File: src/rtl/mdio_pkg.sv
package mdio_pkg;
  localparam int PRE_BITS   = 33;
  localparam int RD_CMD_LEN = 16;
  localparam int WR_CMD_LEN = 32;
  localparam int RD_TAIL    = 19;
  localparam int WR_TAIL    = 2;
  localparam int SR_W       = PRE_BITS + WR_CMD_LEN;
  localparam int CNT_W      = $clog2(SR_W + 1);

  typedef enum logic [1:0] {ST_IDLE, ST_DRIVE, ST_RELEASE} mdio_state_e;

  // Left-justified driven part of a frame: preamble then command
  function automatic logic [SR_W-1:0] build_frame(input logic wr, input logic [4:0] phy,
                                                  input logic [4:0] rg, input logic [15:0] wd);
    if (wr) build_frame = {{PRE_BITS{1'b1}}, 4'b0101, phy, rg, 2'b10, wd};
    else    build_frame = {{PRE_BITS{1'b1}}, 6'b110110, phy, rg, 16'h0000};
  endfunction
endpackage

File: src/rtl/mdio_mdc_gen.sv
module mdio_mdc_gen #(
  parameter int HALF = 3
) (
  input  logic clk,
  input  logic rst_n,
  input  logic en,
  output logic mdc,
  output logic bit_rise,
  output logic bit_end
);
  localparam int CW = (HALF > 2) ? $clog2(HALF) : 2;
  localparam int RW = $clog2(HALF + 1) + 1;

  logic [CW-1:0] cnt;
  logic          phase;
  logic          last;

  assign last     = (cnt == CW'(HALF - 1));
  assign bit_rise = en && last && !phase;
  assign bit_end  = en && last && phase;
  assign mdc      = phase;

  always_ff @(posedge clk or negedge rst_n) begin
    if (!rst_n) begin
      cnt   <= '0;
      phase <= 1'b0;
    end else if (!en) begin
      cnt   <= '0;
      phase <= 1'b0;
    end else if (last) begin
      cnt   <= '0;
      phase <= ~phase;
    end else begin
      cnt <= cnt + 1'b1;
    end
  end

  // Checker: length of the phase MDC just left
  logic          mdc_d;
  logic [RW-1:0] run_len;
  always_ff @(posedge clk or negedge rst_n) begin
    if (!rst_n) begin
      mdc_d   <= 1'b0;
      run_len <= RW'(HALF);
    end else begin
      mdc_d <= mdc;
      if (mdc != mdc_d)               run_len <= RW'(1);
      else if (run_len < RW'(HALF))   run_len <= run_len + 1'b1;
    end
  end


  half_period_chk: assert property (@(posedge clk) disable iff (!rst_n)
    (mdc != mdc_d) |-> (run_len >= RW'(HALF)));

  idle_low_chk: assert property (@(posedge clk) disable iff (!rst_n)
    !en |-> !mdc);
endmodule

File: src/rtl/mdio_in_sync.sv
module mdio_in_sync #(
  parameter int STAGES = 2
) (
  input  logic clk,
  input  logic rst_n,
  input  logic d,
  output logic q
);
  logic [STAGES-1:0] chain;

  generate
    if (STAGES == 1) begin : g_one
      always_ff @(posedge clk or negedge rst_n)
        if (!rst_n) chain <= '1;
        else        chain <= d;
    end else begin : g_many
      always_ff @(posedge clk or negedge rst_n)
        if (!rst_n) chain <= '1;
        else        chain <= {chain[STAGES-2:0], d};
    end
  endgenerate

  assign q = chain[STAGES-1];
endmodule

File: src/rtl/mdio_frame_eng.sv
module mdio_frame_eng
  import mdio_pkg::*;
#(
  parameter int REG_W = 8
) (
  input  logic             clk,
  input  logic             rst_n,
  input  logic             req_valid,
  output logic             req_ready,
  input  logic             req_write,
  input  logic [4:0]       req_phy,
  input  logic [REG_W-1:0] req_reg,
  input  logic [15:0]      req_wdata,
  output logic             busy,
  output logic             done,
  output logic [15:0]      rd_data,
  input  logic             bit_rise,
  input  logic             bit_end,
  output logic             clk_en,
  output logic             mdio_o,
  output logic             mdio_oe,
  input  logic             mdio_in_s
);
  mdio_state_e      state;
  logic [SR_W-1:0]  tx_sr;
  logic [CNT_W-1:0] bits_left;
  logic             is_rd;
  logic [15:0]      rx_sr;
  logic             done_q;
  logic [15:0]      rd_q;
  logic             reg_bad;
  logic             accept;

  generate
    if (REG_W > 5) begin : g_chk
      assign reg_bad = |req_reg[REG_W-1:5];
    end else begin : g_nochk
      assign reg_bad = 1'b0;
    end
  endgenerate

  assign busy      = (state != ST_IDLE);
  assign req_ready = (state == ST_IDLE) && !done_q;
  assign accept    = req_valid && req_ready;
  assign clk_en    = busy;
  assign mdio_oe   = (state == ST_DRIVE);
  assign mdio_o    = mdio_oe & tx_sr[SR_W-1];
  assign done      = done_q;
  assign rd_data   = rd_q;

  always_ff @(posedge clk or negedge rst_n) begin
    if (!rst_n) begin
      state     <= ST_IDLE;
      tx_sr     <= '0;
      bits_left <= '0;
      is_rd     <= 1'b0;
      rx_sr     <= '0;
      done_q    <= 1'b0;
      rd_q      <= '0;
    end else begin
      done_q <= 1'b0;
      case (state)
        ST_IDLE: begin
          if (accept) begin
            if (reg_bad) begin
              done_q <= 1'b1;
              if (!req_write) rd_q <= 16'hFFFF;
            end else begin
              tx_sr     <= build_frame(req_write, req_phy, req_reg[4:0], req_wdata);
              bits_left <= req_write ? CNT_W'(PRE_BITS + WR_CMD_LEN)
                                     : CNT_W'(PRE_BITS + RD_CMD_LEN);
              is_rd     <= !req_write;
              state     <= ST_DRIVE;
            end
          end
        end
        ST_DRIVE: begin
          if (bit_end) begin
            tx_sr <= tx_sr << 1;
            if (bits_left == CNT_W'(1)) begin
              state     <= ST_RELEASE;
              bits_left <= is_rd ? CNT_W'(RD_TAIL) : CNT_W'(WR_TAIL);
            end else begin
              bits_left <= bits_left - 1'b1;
            end
          end
        end
        ST_RELEASE: begin
          // the final sample of a read is never kept
          if (bit_rise && is_rd && bits_left != CNT_W'(1))
            rx_sr <= {rx_sr[14:0], mdio_in_s};
          if (bit_end) begin
            if (bits_left == CNT_W'(1)) begin
              state  <= ST_IDLE;
              done_q <= 1'b1;
              if (is_rd) rd_q <= rx_sr;
            end else begin
              bits_left <= bits_left - 1'b1;
            end
          end
        end
        default: state <= ST_IDLE;
      endcase
    end
  end


  done_single_chk: assert property (@(posedge clk) disable iff (!rst_n)
    done |=> !done);

  bad_addr_chk: assert property (@(posedge clk) disable iff (!rst_n)
    (req_valid && req_ready && reg_bad) |=> (done && !busy));

  idle_release_chk: assert property (@(posedge clk) disable iff (!rst_n)
    !busy |-> !mdio_oe);
endmodule

File: src/rtl/mdio_master.sv
module mdio_master #(
  parameter int CLK_HZ     = 250_000_000,
  parameter int MDC_MAX_HZ = 2_500_000,
  parameter int REG_W      = 8,
  parameter int SYNC_STAGES = 2
) (
  input  logic             clk,
  input  logic             rst_n,
  input  logic             req_valid,
  output logic             req_ready,
  input  logic             req_write,
  input  logic [4:0]       req_phy,
  input  logic [REG_W-1:0] req_reg,
  input  logic [15:0]      req_wdata,
  output logic             busy,
  output logic             done,
  output logic [15:0]      rd_data,
  output logic             mdc,
  output logic             mdio_o,
  output logic             mdio_oe,
  input  logic             mdio_i
);
  localparam int MIN_HALF = (CLK_HZ + 2 * MDC_MAX_HZ - 1) / (2 * MDC_MAX_HZ);
  localparam int HALF     = (MIN_HALF < 3) ? 3 : MIN_HALF;

  logic clk_en, bit_rise, bit_end, mdio_in_s;

  mdio_mdc_gen #(.HALF(HALF)) u_mdc (
    .clk(clk), .rst_n(rst_n), .en(clk_en),
    .mdc(mdc), .bit_rise(bit_rise), .bit_end(bit_end)
  );

  mdio_in_sync #(.STAGES(SYNC_STAGES)) u_sync (
    .clk(clk), .rst_n(rst_n), .d(mdio_i), .q(mdio_in_s)
  );

  mdio_frame_eng #(.REG_W(REG_W)) u_eng (
    .clk(clk), .rst_n(rst_n),
    .req_valid(req_valid), .req_ready(req_ready), .req_write(req_write),
    .req_phy(req_phy), .req_reg(req_reg), .req_wdata(req_wdata),
    .busy(busy), .done(done), .rd_data(rd_data),
    .bit_rise(bit_rise), .bit_end(bit_end), .clk_en(clk_en),
    .mdio_o(mdio_o), .mdio_oe(mdio_oe), .mdio_in_s(mdio_in_s)
  );


  mdio_hold_chk: assert property (@(posedge clk) disable iff (!rst_n)
    (mdc && $past(mdc)) |-> ($stable(mdio_o) && $stable(mdio_oe)));
endmodule

File: config.mk
export PLATFORM = sky130hd
export DESIGN_NAME = mdio_master
export DESIGN_NICKNAME = d
export VERILOG_FILES = /design/src/rtl/mdio_pkg.sv /design/src/rtl/mdio_mdc_gen.sv /design/src/rtl/mdio_in_sync.sv /design/src/rtl/mdio_frame_eng.sv /design/src/rtl/mdio_master.sv
export SDC_FILE = /design/constraint.sdc
export NUM_CORES = 1
export LEC_CHECK = 0
export BUFFER_PORTS_ARGS = -buffer_cell sky130_fd_sc_hd__buf_2
export CAP_MARGIN = 5
export CORE_ASPECT_RATIO = 1.2
export CORE_MARGIN = 1
export CORE_UTILIZATION = 40
export CTS_BUF_LIST = sky130_fd_sc_hd__clkbuf_8
export CTS_CLUSTER_SIZE = 40
export DETAILED_ROUTE_END_ITERATION = 10
export GPL_TIMING_DRIVEN = 0
export PLACE_DENSITY = 0.7
export SYNTH_ARGS = -nofsm -noshare
export SYNTH_HDL_FRONTEND = slang
export SYNTH_SLANG_ARGS = --single-unit
File: constraint.sdc
create_clock -name clk -period 1.9 [get_ports clk]
set_input_delay 0.285 -clock clk [delete_from_list [all_inputs] [get_ports clk]]
set_output_delay 0.285 -clock clk [all_outputs]
set_load 0.05 [all_outputs]
### After elaboration in Yosys (flattened, before gate mapping)

Cells that the tools add are included.
Widths: inputs -> output; s select.

* register bits: 117
* logic and storage cells: 90

* add/subtract/negate cells: 2
* equal/unequal tests: 16
* mux-type cells: 37
* bitwise gates (word level): 3
* reduce and logical (&&, ||, !) cells: 22

Operators by type and width (number)
* $mux 65: 3
* $pmux 65 s2: 1
* $mux 16: 6
* $mux 7: 7
* $mux 32: 1
* $pmux 16 s2: 1
* $pmux 7 s3: 1
* $ne 2x2->1 const B: 7
* $mux 2: 6
* $mux 6: 2
* $reduce_and 6->1: 2
* $ne 2x1->1 const B: 4
* $eq 7x1->1 const B: 1
* $logic_and 1x1->1: 7
* $ne 7x1->1 const B: 1
* $reduce_and 7->1: 1
* $sub 7x1->7 const B: 1
* $add 6x1->6 const B: 1
* $eq 6x6->1 const B: 1
* $mux 1: 6
* $pmux 2 s3: 1
* $reduce_bool 2->1: 3
* $mux 5: 1
* $reduce_and 4->1: 1
* other kinds (11): 14

### Depth between registers and ports, before layout

Gate-level depths: netlist of run 1.

* depth after elaboration: 6
* gate-level depth with buffers: 10
* mapped depth without buffers: 7

### Cells and area by module

From an unflattened synthesis of run 1, not the netlist that was laid out.

* cells, all modules: 529
* area total of the unflattened synthesis: 5403.9 um2

Modules (own cells, without submodules)
* mdio_frame_eng: times used 1, cells an instance 494, area each 4996.0 um2, seq. area each 2702.6 um2
* mdio_mdc_gen: times used 1, cells an instance 33, area each 355.3 um2, seq. area each 175.2 um2
* mdio_in_sync: times used 1, cells an instance 2, area each 52.6 um2, seq. area each 52.6 um2

### Worst setup path before layout of run 1

No wires, ideal clock.

* kind: register to register
* start: register u_eng.state[0]
* end: register u_eng.tx_sr[10]
* library setup time: 0.126 ns
* data arrival time: 2.626 ns
* path slack: -0.852 ns
* cell stages (with the launch flop): 11
* path buffers: 3
* period minus slack after synthesis: 2.752 ns
* cell sequence: dfrtp_1 -> inv_1 -> ha_1 -> buf_2 -> nor2b_1 -> nand3_1 -> o21a_1 -> clkbuf_1 -> buf_2 -> a221oi_1 -> nor2_1

* word-level cells in the longest chain between the ends: 5
* elaborated cells between the ends (all ways): 13

RTL lines
* start, declared: line mdio_frame_eng.sv:24 `mdio_state_e state;`
* start signal, assigned: line mdio_frame_eng.sv:53 `state <= ST_IDLE;`
* start signal, assigned: line mdio_frame_eng.sv:73 `state <= ST_DRIVE;`
* start signal, assigned: line mdio_frame_eng.sv:81 `state <= ST_RELEASE;`
* $logic_not 2->1: line mdio_frame_eng.sv:43 `assign req_ready = (state == ST_IDLE) && !done_q;`
* $logic_and 1x1->1: line mdio_frame_eng.sv:43
* via req_ready: line mdio_master.sv:10 `output logic req_ready,`
* $logic_and 1x1->1: line mdio_frame_eng.sv:44 `assign accept = req_valid && req_ready;`
* $ne 2x1->1 (no source line)
* $reduce_and 4->1 (no source line)
* end signal, assigned: line mdio_frame_eng.sv:69 `tx_sr <= build_frame(req_write, req_phy, req_reg[4:0], req_wdata);`
* end signal, assigned: line mdio_frame_eng.sv:79 `tx_sr <= tx_sr << 1;`
* end, declared: line mdio_frame_eng.sv:25 `logic [SR_W-1:0] tx_sr;`

The timed path passes the listed nets, and every way through them passes these cells.
A chain may end at the register's enable or synchronous reset.

### Worst setup path after layout of run 1

* start: register u_eng.state[0]
* end: register u_eng.rd_q[13], in the netlist u_eng.rd_data[13]

* word-level cells in the longest chain between the ends: 5
* elaborated cells between the ends (all ways): 16

RTL lines
* $logic_not 2->1 or $reduce_bool 2->1 (tied branches): line mdio_frame_eng.sv:43, mdio_frame_eng.sv:62, mdio_frame_eng.sv:42
* $logic_and 1x1->1 (on tied branches): line mdio_frame_eng.sv:43, mdio_mdc_gen.sv:20
* $logic_and 1x1->1 (on tied branches): line mdio_frame_eng.sv:44, mdio_mdc_gen.sv:20
* $ne 2x1->1 (no source line) or $ne 2x2->1 (tied branches)
* $reduce_and 7->1 (no source line)
* end signal, assigned: line mdio_frame_eng.sv:96 `if (is_rd) rd_q <= rx_sr;`
* end, declared: line mdio_frame_eng.sv:30 `logic [15:0] rd_q;`

Parallel ways exist; a longest one is shown, timed or not.

==> results.md, run 1 <==
* Leakage power of the design at 0.003398 µW
* Synth-to-Final Area Change at 35.83%
* Rel. slew slack at roughly 58%
* Switching part of the total at about two fifths
* Number of antenna violations at the first check in global routing at 0
* Final layout net count at just under 700
* Fraction of layout cells with a size suffix above 1 at 41.54%
* Pwr dens at ~1500 mW/mm²
* Post-synth EDFFs at 0
* Worst endpoint data arrival time at about 2.5 ns
* Worst Tran Pin Value at ~0.63 ns
* Register bit total from synthesis at ~120
* Total gr overflow at 0
* Antenna Cells at 0
* Clock sink count at roughly 120
* Setup crit start kind: flop
* Net Switching at 4334 µW
* Total clock buffers created by CTS at 17
* Peak supply drop at around 0.0012 V
* Wire length of the first global-routing pass at about 21000 µm
* Pre-Repair DR Iteration Count at 4
* Largest net degree at the start of global routing at 71
* Finished Cell Area at approximately 0.0074 mm²
* Top cell family by delay on the critical path: buffers and inverters
* Clock root buffer master: sky130_fd_sc_hd__clkbuf_8
* Vias in the first global route at between 4000 and 5000
* Remaining design rule violation count at 0
* Proportion of power drawn by the clock network at a little over a fifth
* Unrepaired setup endpoints after global routing: true
* List of most frequent post-synthesis cells: 115 x sky130_fd_sc_hd__dfrtp_1, 61 x sky130_fd_sc_hd__nor2_1, 44 x sky130_fd_sc_hd__inv_1
* Area used by multi-input combinational logic at between 0.002 and 0.003 mm²
* Library cell with the largest summed area after synthesis: sky130_fd_sc_hd__dfrtp_1
* Final critical-path share of the clock period at 112.4%
* Final setup margin at -0.2347 ns
* Warnings from Yosys at 0
* Effective utilization at floorplan at 41.20%
* Critical path's largest stage delay at 0.43 ns
* Per-cell routed wire length at about 15 µm
* Combinational power share at between 40% and 50%
* Internal Pwr Total at a little under 7000 µW
* Post-synthesis sequential area ratio at roughly 54%
* Required time of the worst setup path at 2.23 ns
* Std cell rows at 46
* Half-perimeter wire length after placement at 7949 µm
* Total of buffers placed on input and output ports at 54
* Sequential group share of total power at a little under a third
* Violations in the final reports: negative setup slack
* Syn Std Cell Area at approximately 0.0055 mm²
* Sequential cell area in the final layout at roughly 0.0029 mm²
* Setup tns final at -7.756 ns
* Layout Skew at 0.009582 ns
* Fill cell total of the finished layout at between 1000 and 1500
* Number of max-slew violations in the final report at 0
* Maximum frequency from static timing analysis at roughly 470 MHz
* Number of hold-slack violations in the final timing report at 0
* Gate count of the mapped netlist at roughly 530
* Vias per std cell at around 5.2
* Clock transition at the register clock pins on the worst setup and hold paths after CTS at 0.07 ns
* Classification of the worst-slack hold path: in -> reg
* Share of async-settable or async-resettable flops after synthesis at 100.0%
* Total number of vias at about 4300
* Area enclosed by the die boundary at ~0.014 mm²
* Peak fanout along the critical path at 7
* Ys flop type: sky130_fd_sc_hd__dfrtp_1
* Gpl congestion at around 0.84
* Leading cell type by number of instances after synthesis: sky130_fd_sc_hd__dfrtp_1
* Worst setup EP type: flop
* Cell area after placement at 0.006337 mm²
* Core box area at around 0.013 mm²
* Clock Latency Late Sink at approximately 0.44 ns
* Syn Area/Cell at a little over 10 µm²
* Critical path's slowest cell: sky130_fd_sc_hd__dfrtp_2
* Top post-synthesis cells by area: sky130_fd_sc_hd__dfrtp_1 53%, sky130_fd_sc_hd__mux2_2 4.7%, sky130_fd_sc_hd__nor2_1 4.2%
* Routed wire length at 12540 µm
* Final setup fails at 68
* Die height at about 130 µm
* Min Clock Period, post-route at roughly 2.1 ns
* Number of distinct library cells after synthesis at 53
* Critical setup path kind: reg -> reg
* Crit path cell chain: inv_2, ha_4, and4b_2, nand2_4, nor2_4, o2111a_1, buf_6, buf_12, buf_4, mux2_4
* Reported max-cap violation count at 0
* DRC violation total after the first TritonRoute iteration at roughly 200
* Tot GR Track Use at between 10% and 20%
* Clock tree from TritonCTS: built
* X dimension of the die at 108.6 µm
* Remaining antenna violation count after routing at 0
* H-tree Lvls at 4
* Fraction of synthesized cell area taken by the top area cell type at between 50% and 60%
* Fin Hold WS at 0.08960 ns
* Status: complete, but fails checks
* Max Root-Sink Buffers at 2
* Sum of buffers and inverters on the critical path at 4
* Post-Syn Nets at 574
* IO Pins at 56
[worst min-delay path, cell delays in order]
cell,delay (ns)
sky130_fd_sc_hd__buf_2,0.08
sky130_fd_sc_hd__nand3_1,0.06
sky130_fd_sc_hd__nand2_1,0.07
[cells by family (layout without fill, tap and decap cells)]
logic type,after synthesis,in the layout,synth area share [%]
simple gates,172,172,15.55
mux,43,43,9.360
compound gates,107,107,12.32
xor+xnor,6,6,0.9635
flops,117,117,53.73
buf+inv,77,208,6.010
fa+ha+maj,9,9,2.065
[metal layers]
layer / GRT usage, % / vias up / wire, µm
met4: 7.472 / 0 / 221
met1: 23.13 / 2137 / 5595
met3: 6.444 / 21 / 537
li1: - / 2066 / -
met2: 31.38 / 100 / 6183
met5: 0 / - / 0
[cell type report]
cell class	instances	area share (%)
multi-input combinational	337	35.86
clock buffer	18	3.344
inverter	44	2.229
clock inverter	14	2.179
buffer	32	4.188
timing repair buffer	100	9.779
sequential	117	39.59
tap	168	2.837
[layout by cell type, fill, tap and decap left out, drive strengths merged, types with 9 or more instances in the layout]
cell type,Yosys,routed
mux2i,9,9
nand2,28,28
mux2,34,34
buf,13,111
o21ai,21,21
nand3,10,10
a21oi,42,42
inv,44,45
a221oi,18,18
nor3,36,36
ha,9,9
dfrtp,115,115
nor2,62,62
nand2b,18,18
clkbuf,20,37
[timing repair]
item                                    CTS  global route
endpoints found under the setup margin  108           109
hold endpoints to repair                 48             0
gates cloned                              2             0
pin swaps                                 9             9
gates resized for setup                  40            45
buffers inserted                         25            17
hold buffers                              2             0
[registers in the layout, indices dropped and copies added, names as in the netlist]
| name | count |
|---|---|
| u_eng.done | 1 |
| u_eng.bits_left | 7 |
| u_mdc.cnt | 6 |
| u_sync.chain | 2 |
| u_eng.rx_sr | 16 |
| u_mdc.mdc | 1 |
| u_eng.state | 2 |
| u_eng.tx_sr | 65 |
| u_eng.rd_data | 16 |
| u_eng.is_rd | 1 |
[power groups by stage]
| stage | sequential (µW) | combinational (µW) | clock, µW |
|---|---|---|---|
| after floorplan | 3870 | 2560 | 0 |
| after global routing | 3580 | 5670 | 2510 |
| after detailed placement | 3550 | 3790 | 0 |
| after global placement | 3510 | 3670 | 0 |
| final | 3520 | 5250 | 2340 |
| after CTS | 3510 | 4600 | 2400 |
[through the flow]
step	setup WS, ns	util (%)	power [µW]	cells
detailed placement	-0.5926	47.87	7336	754
global route	-0.2949	55.96	11760	830
finish	-0.2347	55.96	11110	830
floorplan	-0.2062	-	6428	531
CTS	-0.1962	53.94	10520	814
global placement	-0.8712	47.62	7184	753
[worst paths after layout]
kind / slack, ns / to / cells past startpoint / from
worst max-delay path: -0.23 / u_eng.rd_data[13] / 10 / u_eng.state[0]
max in group asynchronous: 0.82 / u_sync.chain[0] / 3 / rst_n
min in group asynchronous: 0.35 / u_mdc.cnt[0] / 2 / rst_n
worst min register to register: 0.36 / u_sync.chain[1] / 0 / u_sync.chain[0]
worst min-delay path: 0.09 / u_eng.tx_sr[0] / 3 / req_wdata[0]
worst max register to register: -0.23 / u_eng.rd_data[13] / 10 / u_eng.state[0]
Note: power is estimated with default switching activity, not from simulation.
==> inputs of run 2 (changes only) <==
- CAP_MARGIN: 5 -> not set
- PLACE_DENSITY: 0.7 -> 0.68
- clock period: 1.9 -> 2.6 ns (I/O delays scaled with it)
==> results.md, run 2 (same netlist as run 1, synthesis figures left out) <==
* Clock sink count at 117 (unchanged)
* Core box area at 0.01324 mm² (unchanged)
* Sequential group share of total power at 35.6% (+3.9 points)
* Setup slack, reg-to-reg at 0.15 ns (+0.38 ns)
* Peak fanout along the critical path at 10 (+3)
* Total of buffers placed on input and output ports at 54 (unchanged)
* Setup tns final at 0 ns (+7.756 ns)
* Final critical-path share of the clock period at 95.58%
* Combinational power share at 37.1% (-10 points)
* Most frequent cells in the layout: 115 x sky130_fd_sc_hd__dfrtp_1, 61 x sky130_fd_sc_hd__nor2_1, 59 x sky130_fd_sc_hd__buf_2, 44 x sky130_fd_sc_hd__inv_1, 42 x sky130_fd_sc_hd__a21oi_1
* Pre-Repair DR Iteration Count at 4 (unchanged)
* Required time of the worst setup path at 2.21 ns (-0.02 ns)
* DRC violation total after the first TritonRoute iteration at 193 (-5.4%)
* Depth of the worst register-to-register path at 10 (unchanged)
* Gpl congestion at 0.8315 (-1.3%)
* Setup WS pre-CTS at 0.1173 ns (+0.7100 ns)
* Number of hold-slack violations in the final timing report at 0 (unchanged)
* Proportion of power drawn by the clock network at 27.2% (+6.1 points)
* Critical path destination: mdio_o
* Antenna Cells at 0 (unchanged)
* Total clock buffers created by CTS at 17 (unchanged)
* Fraction of layout cells with a size suffix above 1 at 23.62% (-18 points)
* Routed wire length at 11260 µm (-10%)
* Area enclosed by the die boundary at 0.01411 mm² (unchanged)
* Final setup fails at 0 (-100%)
* Peak supply drop at 0.0006796 V (-42%)
* Setup crit start kind: flop
* Post CTS Setup Buffer Count at 0 (-100%)
* Vias per std cell at 5.169 (-0.78%)
* Non-Filler Instances at 786 (-5.3%)
* IO Pins at 56 (unchanged)
* Wire length of the first global-routing pass at 19060 µm (-8.4%)
* Remaining design rule violation count at 0 (unchanged)
* Pwr dens at 1102 mW/mm² (-27%)
* Worst Tran Pin Value at 0.6775 ns (+0.04996 ns)
* Leakage power of the design at 0.002970 µW (-13%)
* Flip-flop count of the largest register after layout at 65 (unchanged)
* Worst reg2reg endpoint: u_eng.rd_data[4]
* Leading cell type in the layout, fill and taps excluded: sky130_fd_sc_hd__dfrtp_1
* Net Switching at 2690 µW (-38%)
* Worst endpoint data arrival time at 2.10 ns (-0.36 ns)
* Min Clock Period, post-route at roughly 2.5 ns
* Half-perimeter wire length after placement at 7900 µm (-0.62%)
* Final setup margin at 0.1148 ns (+0.3495 ns)
* Final layout net count at 649 (-6.2%)
* Clock tree from TritonCTS: built
* X dimension of the die at 108.6 µm (unchanged)
* Tot GR Track Use at 17.55% (-1.6 points)
* Cell area after placement at 0.005971 mm² (-5.8%)
* Clock root buffer master: sky130_fd_sc_hd__clkbuf_8
* Worst setup startpoint: u_eng.state[1]
* Rel. slew slack at 54.67% (-3.5 points)
* Max Root-Sink Buffers at 2 (unchanged)
* Reported max-cap violation count at 0 (unchanged)
* Total gr overflow at 0 (unchanged)
* H-tree Lvls at 4 (unchanged)
* Total number of vias at 4063 (-6.0%)
* Largest net degree at the start of global routing at 103 (+45%)
* Finished Cell Area at 0.006464 mm² (-13%)
* Die height at 129.9 µm (unchanged)
* Number of antenna violations at the first check in global routing at 0 (unchanged)
* # placed instances at 754 (unchanged)
* Switching part of the total at 37.76% (-1.2 points)
* Clock transition at the register clock pins on the worst setup and hold paths after CTS at 0.07 ns (about the same)
* Largest reg by FF count: u_eng.tx_sr
* Power Total at 7124 µW (-36%)
* Number of max-slew violations in the final report at 0 (unchanged)
* Worst setup EP type: output port
* Synth-to-Final Area Change at 18.51%
* Unrepaired setup endpoints after global routing: true
* Maximum frequency from static timing analysis at 402.4 MHz
* RR Startpoint: u_eng.state[0]
* Internal Pwr Total at 4434 µW (-35%)
* Status: complete, no violations
* Remaining antenna violation count after routing at 0 (unchanged)
* Classification of the worst-slack hold path: in -> reg
* Effective utilization at floorplan at 41.20% (unchanged)
* Per-cell routed wire length at 14.32 µm (-5.2%)
* Layout Skew at 0.007393 ns (-0.002188 ns)
* Clock Latency Late Sink at 0.43 ns (about the same)
* Vias in the first global route at 4096 (-6.8%)
* Critical setup path kind: reg -> out
* Std cell rows at 46 (unchanged)
-- run 2: changes by cell type in the layout (fill, tap and decap cells not counted), sizes merged --
cell,previous run,this run
inv,45,44
buf,111,67
dlygate4sd3,2,1
clkbuf,37,42
clkinv,6,5
bufinv,3,5
clkinvlp,4,0
-- run 2: repair_timing --
action / in CTS / in global routing
endpoints found under the setup margin: 1 / 22
gates resized for setup: 3 / 10
endpoints found under the hold margin: 15 / 0
hold buffers: 1 / 0
-- run 2: worst min path at each step --
stage | to | start | depth (start not counted) | slack, ns
finish | u_sync.chain[0] | mdio_i | 1 | 0.06
global route | u_sync.chain[0] | mdio_i | 1 | 0.01
CTS | u_sync.chain[0] | mdio_i | 1 | 0.02
detailed placement | u_eng.rd_data[7] | rst_n | 1 | 0.23
global placement | u_sync.chain[1] | u_sync.chain[0] | 0 | 0.35
floorplan | u_eng.bits_left[0] | rst_n | 0 | 0.09
-- run 2: routing by layer --
layer	share of wire [%]	vias up	track usage, %
li1	-	1976	-
met3	4.1	9	6.444
met1	45	1993	21.49
met2	50	85	28.78
met4	1.0	0	5.405
met5	0	-	0
-- run 2: cell type report --
type / instances / area [µm²]
flip-flops and latches: 117 / 2930
repair buffers: 56 / 316.6
well taps: 168 / 210.2
multi-input cells: 337 / 2206
inverters: 44 / 165.2
clock buffers: 21 / 289.0
clock inverters: 10 / 175.2
plain buffers: 33 / 171.4
fillers: 1226 / 6774
-- run 2: through the flow --
step	hold slack [ns]	util, %
floorplan	0.09441	-
global placement	0.3474	44.85
detailed placement	0.2308	45.10
CTS	0.02128	48.72
global route	0.01099	48.83
finish	0.05617	48.83
-- run 2: worst max-delay path, stage by stage, from the launching register on --
cell                       delay, ns
sky130_fd_sc_hd__dfrtp_1        0.42
sky130_fd_sc_hd__inv_1          0.12
sky130_fd_sc_hd__ha_2           0.27
sky130_fd_sc_hd__buf_2          0.25
sky130_fd_sc_hd__clkbuf_4       0.25
sky130_fd_sc_hd__and2_1         0.14
sky130_fd_sc_hd__clkbuf_4       0.22
-- run 2: power groups by stage --
stage	registers, µW	clock network [µW]	logic [µW]
2_1_floorplan	2800	0	1730
3_3_place_gp	2540	0	2540
3_5_place_dp	2570	0	2610
4_1_cts	2540	1980	2640
5_1_grt	2600	2090	2910
6_report	2540	1940	2640
